File: config.mk
export PLATFORM = sky130hd
export DESIGN_NAME = fpcmp_flags
export DESIGN_NICKNAME = d
export VERILOG_FILES = /design/src/rtl/fpcmp_pkg.sv /design/src/rtl/fpcmp_unpack.sv /design/src/rtl/fpcmp_order.sv /design/src/rtl/fpcmp_flags.sv
export SDC_FILE = /design/constraint.sdc
export NUM_CORES = 1
export LEC_CHECK = 0
export BUFFER_PORTS_ARGS = -buffer_cell sky130_fd_sc_hd__buf_2
export CORE_MARGIN = 2
export CORE_UTILIZATION = 51
export DETAILED_ROUTE_END_ITERATION = 12
export HOLD_SLACK_MARGIN = 0.03
export PLACE_DENSITY = 0.9
export SLEW_MARGIN = 20
export SYNTH_ARGS = -nofsm -noshare
export SYNTH_HDL_FRONTEND = slang
export SYNTH_SLANG_ARGS = --single-unit
File: constraint.sdc
create_clock -name clk -period 1.2 [get_ports clk]
set_input_delay 0.18 -clock clk [delete_from_list [all_inputs] [get_ports clk]]
set_output_delay 0.18 -clock clk [all_outputs]
set_load 0.02 [all_outputs]
File: src/rtl/fpcmp_pkg.sv
package fpcmp_pkg;
    localparam int DBL_W    = 64;
    localparam int DBL_EXP  = 11;
    localparam int DBL_FRAC = 52;
    localparam int SGL_W    = 32;
    localparam int SGL_EXP  = 8;
    localparam int SGL_FRAC = 23;
    localparam int MAG_W    = DBL_W - 1;

    typedef enum logic [1:0] {
        ORD_LT = 2'd0,
        ORD_EQ = 2'd1,
        ORD_GT = 2'd2,
        ORD_UN = 2'd3
    } order_e;

    typedef struct packed {
        logic             sign;
        logic             nan;
        logic             zero;
        logic [MAG_W-1:0] mag;
    } operand_t;

    typedef struct packed {
        logic cf;
        logic zf;
        logic pf;
    } cond_t;
endpackage

File: src/rtl/fpcmp_unpack.sv
module fpcmp_unpack
    import fpcmp_pkg::*;
(
    input  logic [DBL_W-1:0] raw,
    input  logic             is_double,
    output operand_t         opnd
);
    logic                sgl_nan, dbl_nan;
    logic [MAG_W-1:0]    sgl_mag, dbl_mag;

    assign dbl_nan = (&raw[DBL_W-2 -: DBL_EXP]) && (|raw[DBL_FRAC-1:0]);
    assign sgl_nan = (&raw[SGL_W-2 -: SGL_EXP]) && (|raw[SGL_FRAC-1:0]);
    assign dbl_mag = raw[DBL_W-2:0];
    assign sgl_mag = {{(DBL_W-SGL_W){1'b0}}, raw[SGL_W-2:0]};

    always_comb begin
        if (is_double) begin
            opnd.sign = raw[DBL_W-1];
            opnd.nan  = dbl_nan;
            opnd.mag  = dbl_mag;
        end else begin
            opnd.sign = raw[SGL_W-1];
            opnd.nan  = sgl_nan;
            opnd.mag  = sgl_mag;
        end
        opnd.zero = (opnd.mag == '0);
    end
endmodule

File: src/rtl/fpcmp_order.sv
module fpcmp_order
    import fpcmp_pkg::*;
(
    input  operand_t ref_op,
    input  operand_t cmp_op,
    output order_e   order
);
    logic mag_lt, mag_eq;

    assign mag_lt = (cmp_op.mag < ref_op.mag);
    assign mag_eq = (cmp_op.mag == ref_op.mag);

    always_comb begin
        if (ref_op.nan || cmp_op.nan) begin
            order = ORD_UN;
        end else if (ref_op.zero && cmp_op.zero) begin
            order = ORD_EQ;
        end else if (ref_op.sign != cmp_op.sign) begin
            order = cmp_op.sign ? ORD_LT : ORD_GT;
        end else if (mag_eq) begin
            order = ORD_EQ;
        end else if (ref_op.sign) begin
            order = mag_lt ? ORD_GT : ORD_LT;
        end else begin
            order = mag_lt ? ORD_LT : ORD_GT;
        end
    end
endmodule

File: src/rtl/fpcmp_flags.sv
module fpcmp_flags
    import fpcmp_pkg::*;
(
    input  logic             clk,
    input  logic             rst_n,
    input  logic             cmp_go,
    input  logic             is_double,
    input  logic [DBL_W-1:0] src_ref,
    input  logic [DBL_W-1:0] src_cmp,
    output logic             flag_cf,
    output logic             flag_zf,
    output logic             flag_pf,
    output logic             flag_of,
    output logic             flag_sf
);
    operand_t ref_op, cmp_op;
    order_e   order;
    cond_t    cond_nxt, cond_q;

    fpcmp_unpack u_unpack_ref (.raw(src_ref), .is_double(is_double), .opnd(ref_op));
    fpcmp_unpack u_unpack_cmp (.raw(src_cmp), .is_double(is_double), .opnd(cmp_op));
    fpcmp_order  u_order      (.ref_op(ref_op), .cmp_op(cmp_op), .order(order));

    always_comb begin
        unique case (order)
            ORD_LT:  cond_nxt = '{cf: 1'b1, zf: 1'b0, pf: 1'b0};
            ORD_EQ:  cond_nxt = '{cf: 1'b0, zf: 1'b1, pf: 1'b0};
            ORD_GT:  cond_nxt = '{cf: 1'b0, zf: 1'b0, pf: 1'b0};
            default: cond_nxt = '{cf: 1'b1, zf: 1'b1, pf: 1'b1};
        endcase
    end

    always_ff @(posedge clk or negedge rst_n) begin
        if (!rst_n)      cond_q <= '0;
        else if (cmp_go) cond_q <= cond_nxt;
    end

    assign flag_cf = cond_q.cf;
    assign flag_zf = cond_q.zf;
    assign flag_pf = cond_q.pf;
    assign flag_of = 1'b0;
    assign flag_sf = 1'b0;
endmodule

==> flow_metrics.env, run 1 <==
export IMPL_initial_core_util_pct=53.75
export IMPL_synth_yosys_seq_area_share_pct=2.918
export IMPL_die_w_um=75.02
export IMPL_synthCells=360
export IMPL_io_pins=137
export IMPL_io_buffer_count=134
export IMPL_grtUsageTotal_pct=69.96
export IMPL_synth_edf_count=0
export IMPL_tool_error="[ERROR GRT-0232] Routing congestion too high. Check the congestion heatmap in the GUI."
export IMPL_cts_sinks=3
export IMPL_cts_made_buffers=3
export IMPL_hpwlAfterDp_um=8287
export IMPL_synth_common_cells="64 x ha_1, 54 x nand2_1, 34 x inv_1"
export IMPL_cts_buffer_depth=2
export IMPL_root_buffer="clkbuf_8"
export IMPL_worst_ep_kind="sequential cell input"
export IMPL_synthDistinctLibCells=46
export IMPL_synth_top_flop_cell="dfrtp_1"
export IMPL_grt_overflow=17
export IMPL_yosysWarningCount=0
export IMPL_synthTopCellsByArea="ha_1 31%, nand2_1 7.9%, and2_1 7.5%"
export IMPL_crit_endpoint="flag_cf$_DFFE_PN0P_/D"
export IMPL_yosysTopAreaCell="ha_1"
export IMPL_place_gp_congestion=0.8862
export IMPL_dieHeight_um=75.02
export IMPL_grt_max_degree=16
export IMPL_yosys_cell_count_top_type="ha_1"
export IMPL_status="stopped before the end"
export IMPL_synth_top_area_share_pct=31.13
export IMPL_rows=25
export IMPL_synth_ff_latch_count=3
export IMPL_lastStage="5_1_grt"
export IMPL_synth_area_mm2=0.002572
export IMPL_syn_avg_cell_area_um2=7.146
export IMPL_async_flop_share_pct=100.0
export IMPL_h_tree_depth=1
routing by layer:
layer,GRT usage [%],GRT overflow
met3,54.89,0
met4,66.47,5
met1,67.60,0
met5,19.44,0
met2,90.84,12
per-stage QoR:
stage                     cell area (um2)  util, %  instances  setup slack [ns]
after global placement               3975    83.06        635            -1.494
after detailed placement             3975    83.06        635            -1.593
after CTS                            4178    87.29        646            -1.221
after floorplan                      2683        -        361            -1.245
cells by family after synthesis:
family	Yosys count	synth area share, %
mux	4	1.799
compound gates	65	16.15
flops	3	2.918
other cells	1	0.1458
buf+inv	43	6.566
simple gates	180	41.29
fa+ha+maj	64	31.13
repair_timing:
item / CTS
setup buffers: 6
gates resized for setup: 19
pin swaps: 15
setup endpoints to repair: 3
endpoints found under the hold margin: 3
hold buffers: 1
cloned: 1
==> run 2, diff against run 1 <==
--- a/config.mk
+++ b/config.mk
@@ -7,10 +7,9 @@
 export LEC_CHECK = 0
 export BUFFER_PORTS_ARGS = -buffer_cell sky130_fd_sc_hd__buf_2
 export CORE_MARGIN = 2
-export CORE_UTILIZATION = 51
+export CORE_UTILIZATION = 38
 export DETAILED_ROUTE_END_ITERATION = 12
-export HOLD_SLACK_MARGIN = 0.03
-export PLACE_DENSITY = 0.9
+export PLACE_DENSITY_LB_ADDON = 0.15
 export SLEW_MARGIN = 20
 export SYNTH_ARGS = -nofsm -noshare
 export SYNTH_HDL_FRONTEND = slang
==> run 2 against run 1 <==
  * Synthesized cell count unchanged
  * The flow now finishes, with violations (setup timing)
  * Synthesized area unchanged
==> flow_metrics.env, run 2 <==
export IMPL_grt_overflow=0
export IMPL_p_sw_uw=694.6
export IMPL_crit_top_cell="o21ai_1"
export IMPL_min_delay_path_class="primary input to register"
export IMPL_vias_per_cell=5.205
export IMPL_grtUsageTotal_pct=23.38
export IMPL_mostFrequentLayoutCells="131 x buf_2, 85 x buf_4, 57 x ha_1"
export IMPL_diodes=0
export IMPL_peakVddDrop_mv=0.6512
export IMPL_final_cells=658
export IMPL_area_growth_pct=68.87
export IMPL_first_pass_iters=4
export IMPL_cp_slowest_cell="o311ai_2"
export IMPL_seqPwrFrac_pct=6.6
export IMPL_synth_edf_count=0
export IMPL_synth_yosys_seq_area_share_pct=2.918
export IMPL_fmax_mhz=427.5
export IMPL_clk_pin_slew_ns=0.03
export IMPL_endpoint_kind="register"
export IMPL_slowest_delay_ns=0.33
export IMPL_drc_errors=0
export IMPL_r2r_end="flag_pf"
export IMPL_maxSlewViolCount=0
export IMPL_yosysTopAreaCell="ha_1"
export IMPL_io_buffer_count=134
export IMPL_crit_type="primary input to register"
export IMPL_grt_met1_usage_pct=29.43
export IMPL_core_mm2=0.006459
export IMPL_post_route_util_pct=67.26
export IMPL_clock_skew_ns=0
export IMPL_wl_per_cell_um=13.34
export IMPL_maxCapViolCount=0
export IMPL_min_to="flag_cf"
export IMPL_drt_initial_drc_count=80
export IMPL_rr_worst_depth=1
export IMPL_synth_area_mm2=0.002572
export IMPL_busiest_layer="met2"
export IMPL_violations="setup timing"
export IMPL_hpwlAfterDp_um=7582
export IMPL_num_nets_final=778
export IMPL_async_flop_share_pct=100.0
export IMPL_preCtsSetupSlack_ns=-1.611
export IMPL_die_w_um=86.28
export IMPL_synth_ff_latch_count=3
export IMPL_p_leak_uw=0.002271
export IMPL_hold_start="cmp_go"
export IMPL_via_count=3425
export IMPL_yosys_cell_count_top_type="ha_1"
export IMPL_pwr_share_clk_pct=17.1
export IMPL_critical_path_required_ns=1.29
export IMPL_synth_common_cells="64 x ha_1, 54 x nand2_1, 34 x inv_1"
export IMPL_rows=29
export IMPL_synth_top_area_share_pct=31.13
export IMPL_use_met3_pct=2.381
export IMPL_setup_worst_path_start="is_double"
export IMPL_sw_frac_of_total_pct=40.02
export IMPL_clk_latency_ns=0.22
export IMPL_synthTopCellsByArea="ha_1 31%, nand2_1 7.9%, and2_1 7.5%"
export IMPL_final_min_clock_period_ns=2.339
export IMPL_dieArea_mm2=0.007443
export IMPL_place_gp_congestion=0.8550
export IMPL_synthCells=360
export IMPL_regToRegSetupSlack_ns=0.44
export IMPL_finalWirelength_um=8780
export IMPL_worst_slack_ns=-1.139
export IMPL_yosysWarningCount=0
export IMPL_dp_cells=647
export IMPL_cts_sinks=3
export IMPL_postRouteAntennaNets=0
export IMPL_root_buffer="clkbuf_8"
export IMPL_powerDensity_mw_per_mm2=399.5
export IMPL_setup_viol=3
export IMPL_grt_max_degree=26
export IMPL_h_tree_depth=1
export IMPL_fin_tns_setup_ns=-3.198
export IMPL_grt_pass1_vias=3494
export IMPL_status="finished, violations left"
export IMPL_io_pins=137
export IMPL_layout_commonest_cell="buf_2"
export IMPL_drive_above_1_share_pct=47.85
export IMPL_dieHeight_um=86.28
export IMPL_p_int_uw=1041
export IMPL_cts_tree="done"
export IMPL_p_comb_share_pct=76.2
export IMPL_synthDistinctLibCells=46
export IMPL_min_period_over_period_pct=195.0
export IMPL_grt_util_met2_pct=43.34
export IMPL_grt_pass1_wl_um=14630
export IMPL_initial_core_util_pct=39.83
export IMPL_cts_made_buffers=3
export IMPL_antenna_found_initial=0
export IMPL_syn_avg_cell_area_um2=7.146
export IMPL_regToRegStartpoint="flag_pf"
export IMPL_synth_top_flop_cell="dfrtp_1"
export IMPL_path_max_fanout=7
export IMPL_crit_path_cell_trace="buf_12, buf_8, buf_4, nand2_1, ha_1, a21oi_1, o21ai_1, a21oi_2, o21ai_1, o311ai_2, o2111a_1, a211oi_2, ha_2, mux2_4"
export IMPL_crit_arrival_ns=2.43
export IMPL_rsz0062_at_grt="true"
export IMPL_finalHoldViolCount=0
export IMPL_cts_buffer_depth=2
export IMPL_min_path_cells=2
export IMPL_cp_start_kind="primary input"
-- run 2: cell counts after synthesis --
No cell type changed its count.
-- run 2: cell families (layout without fill, tap and decap cells) --
| group | Yosys count | after routing | synth area share [%] |
|---|---|---|---|
| compound gates | 65 | 65 | 16.15 |
| fa+ha+maj | 64 | 64 | 31.13 |
| buf+inv | 43 | 263 | 6.566 |
| flops | 3 | 3 | 2.918 |
| mux | 4 | 4 | 1.799 |
| other cells | 1 | 2 | 0.1458 |
| simple gates | 180 | 180 | 41.29 |
-- run 2: worst max path at each step --
stage,end,depth (start not counted)
detailed placement,flag_pf,13
floorplan,flag_pf,13
global placement,flag_cf,12
global route,flag_pf,14
CTS,flag_pf,12
finish,flag_pf,14
-- run 2: worst max-delay path: cells and delay by family --
kind | cells | cell delay (ns)
AOI/OAI and AO/OA | 7 | 1.12
buffers and inverters | 3 | 0.35
and+or+nand+nor | 1 | 0.06
adders and majority gates | 2 | 0.49
muxes | 1 | 0.25
-- run 2: power groups by stage --
stage                     Clock (uW)  Sequential [uW]  Combinational, uW
after CTS                        305              115               1300
after detailed placement           0              116               1200
after global routing             318              116               1490
after global placement             0              116               1180
final                            297              115               1320
after floorplan                    0              125                564
-- run 2: layout make-up --
class	instances	area [um2]
Multi-Input combinational cell	315	2557
Fill cell	592	2115
Timing Repair Buffer	225	1443
Inverter	34	127.6
Tap cell	77	96.34
Sequential cell	3	75.07
Clock buffer	4	45.04
-- run 2: metrics by stage --
step | hold slack [ns] | total power (uW) | cell area (um2)
floorplan | -0.1156 | 688.9 | 2683
global placement | -0.02151 | 1296 | 4003
detailed placement | -0.02151 | 1321 | 4003
CTS | 0.2132 | 1723 | 4284
global route | 0.2222 | 1920 | 4344
finish | 0.2117 | 1736 | 4344
-- run 2: routing by layer --
| metal | routed length [um] | part of all wire, % | vias up |
|---|---|---|---|
| li1 | - | - | 1782 |
| met1 | 3898 | 44 | 1530 |
| met2 | 4344 | 49 | 105 |
| met3 | 466 | 5.3 | 8 |
| met4 | 71 | 0.81 | 0 |
| met5 | 0 | 0 | - |
-- run 2: what timing repair did --
action | 4_1_cts | 5_1_grt
hold buffers | 1 | 0
pin swaps | 15 | 10
gates cloned | 2 | 0
endpoints found under the setup margin | 3 | 3
gates resized for setup | 34 | 11
buffers inserted | 4 | 0
hold endpoints to repair | 3 | 0
No activity file was read; power rests on OpenSTA's default activity.
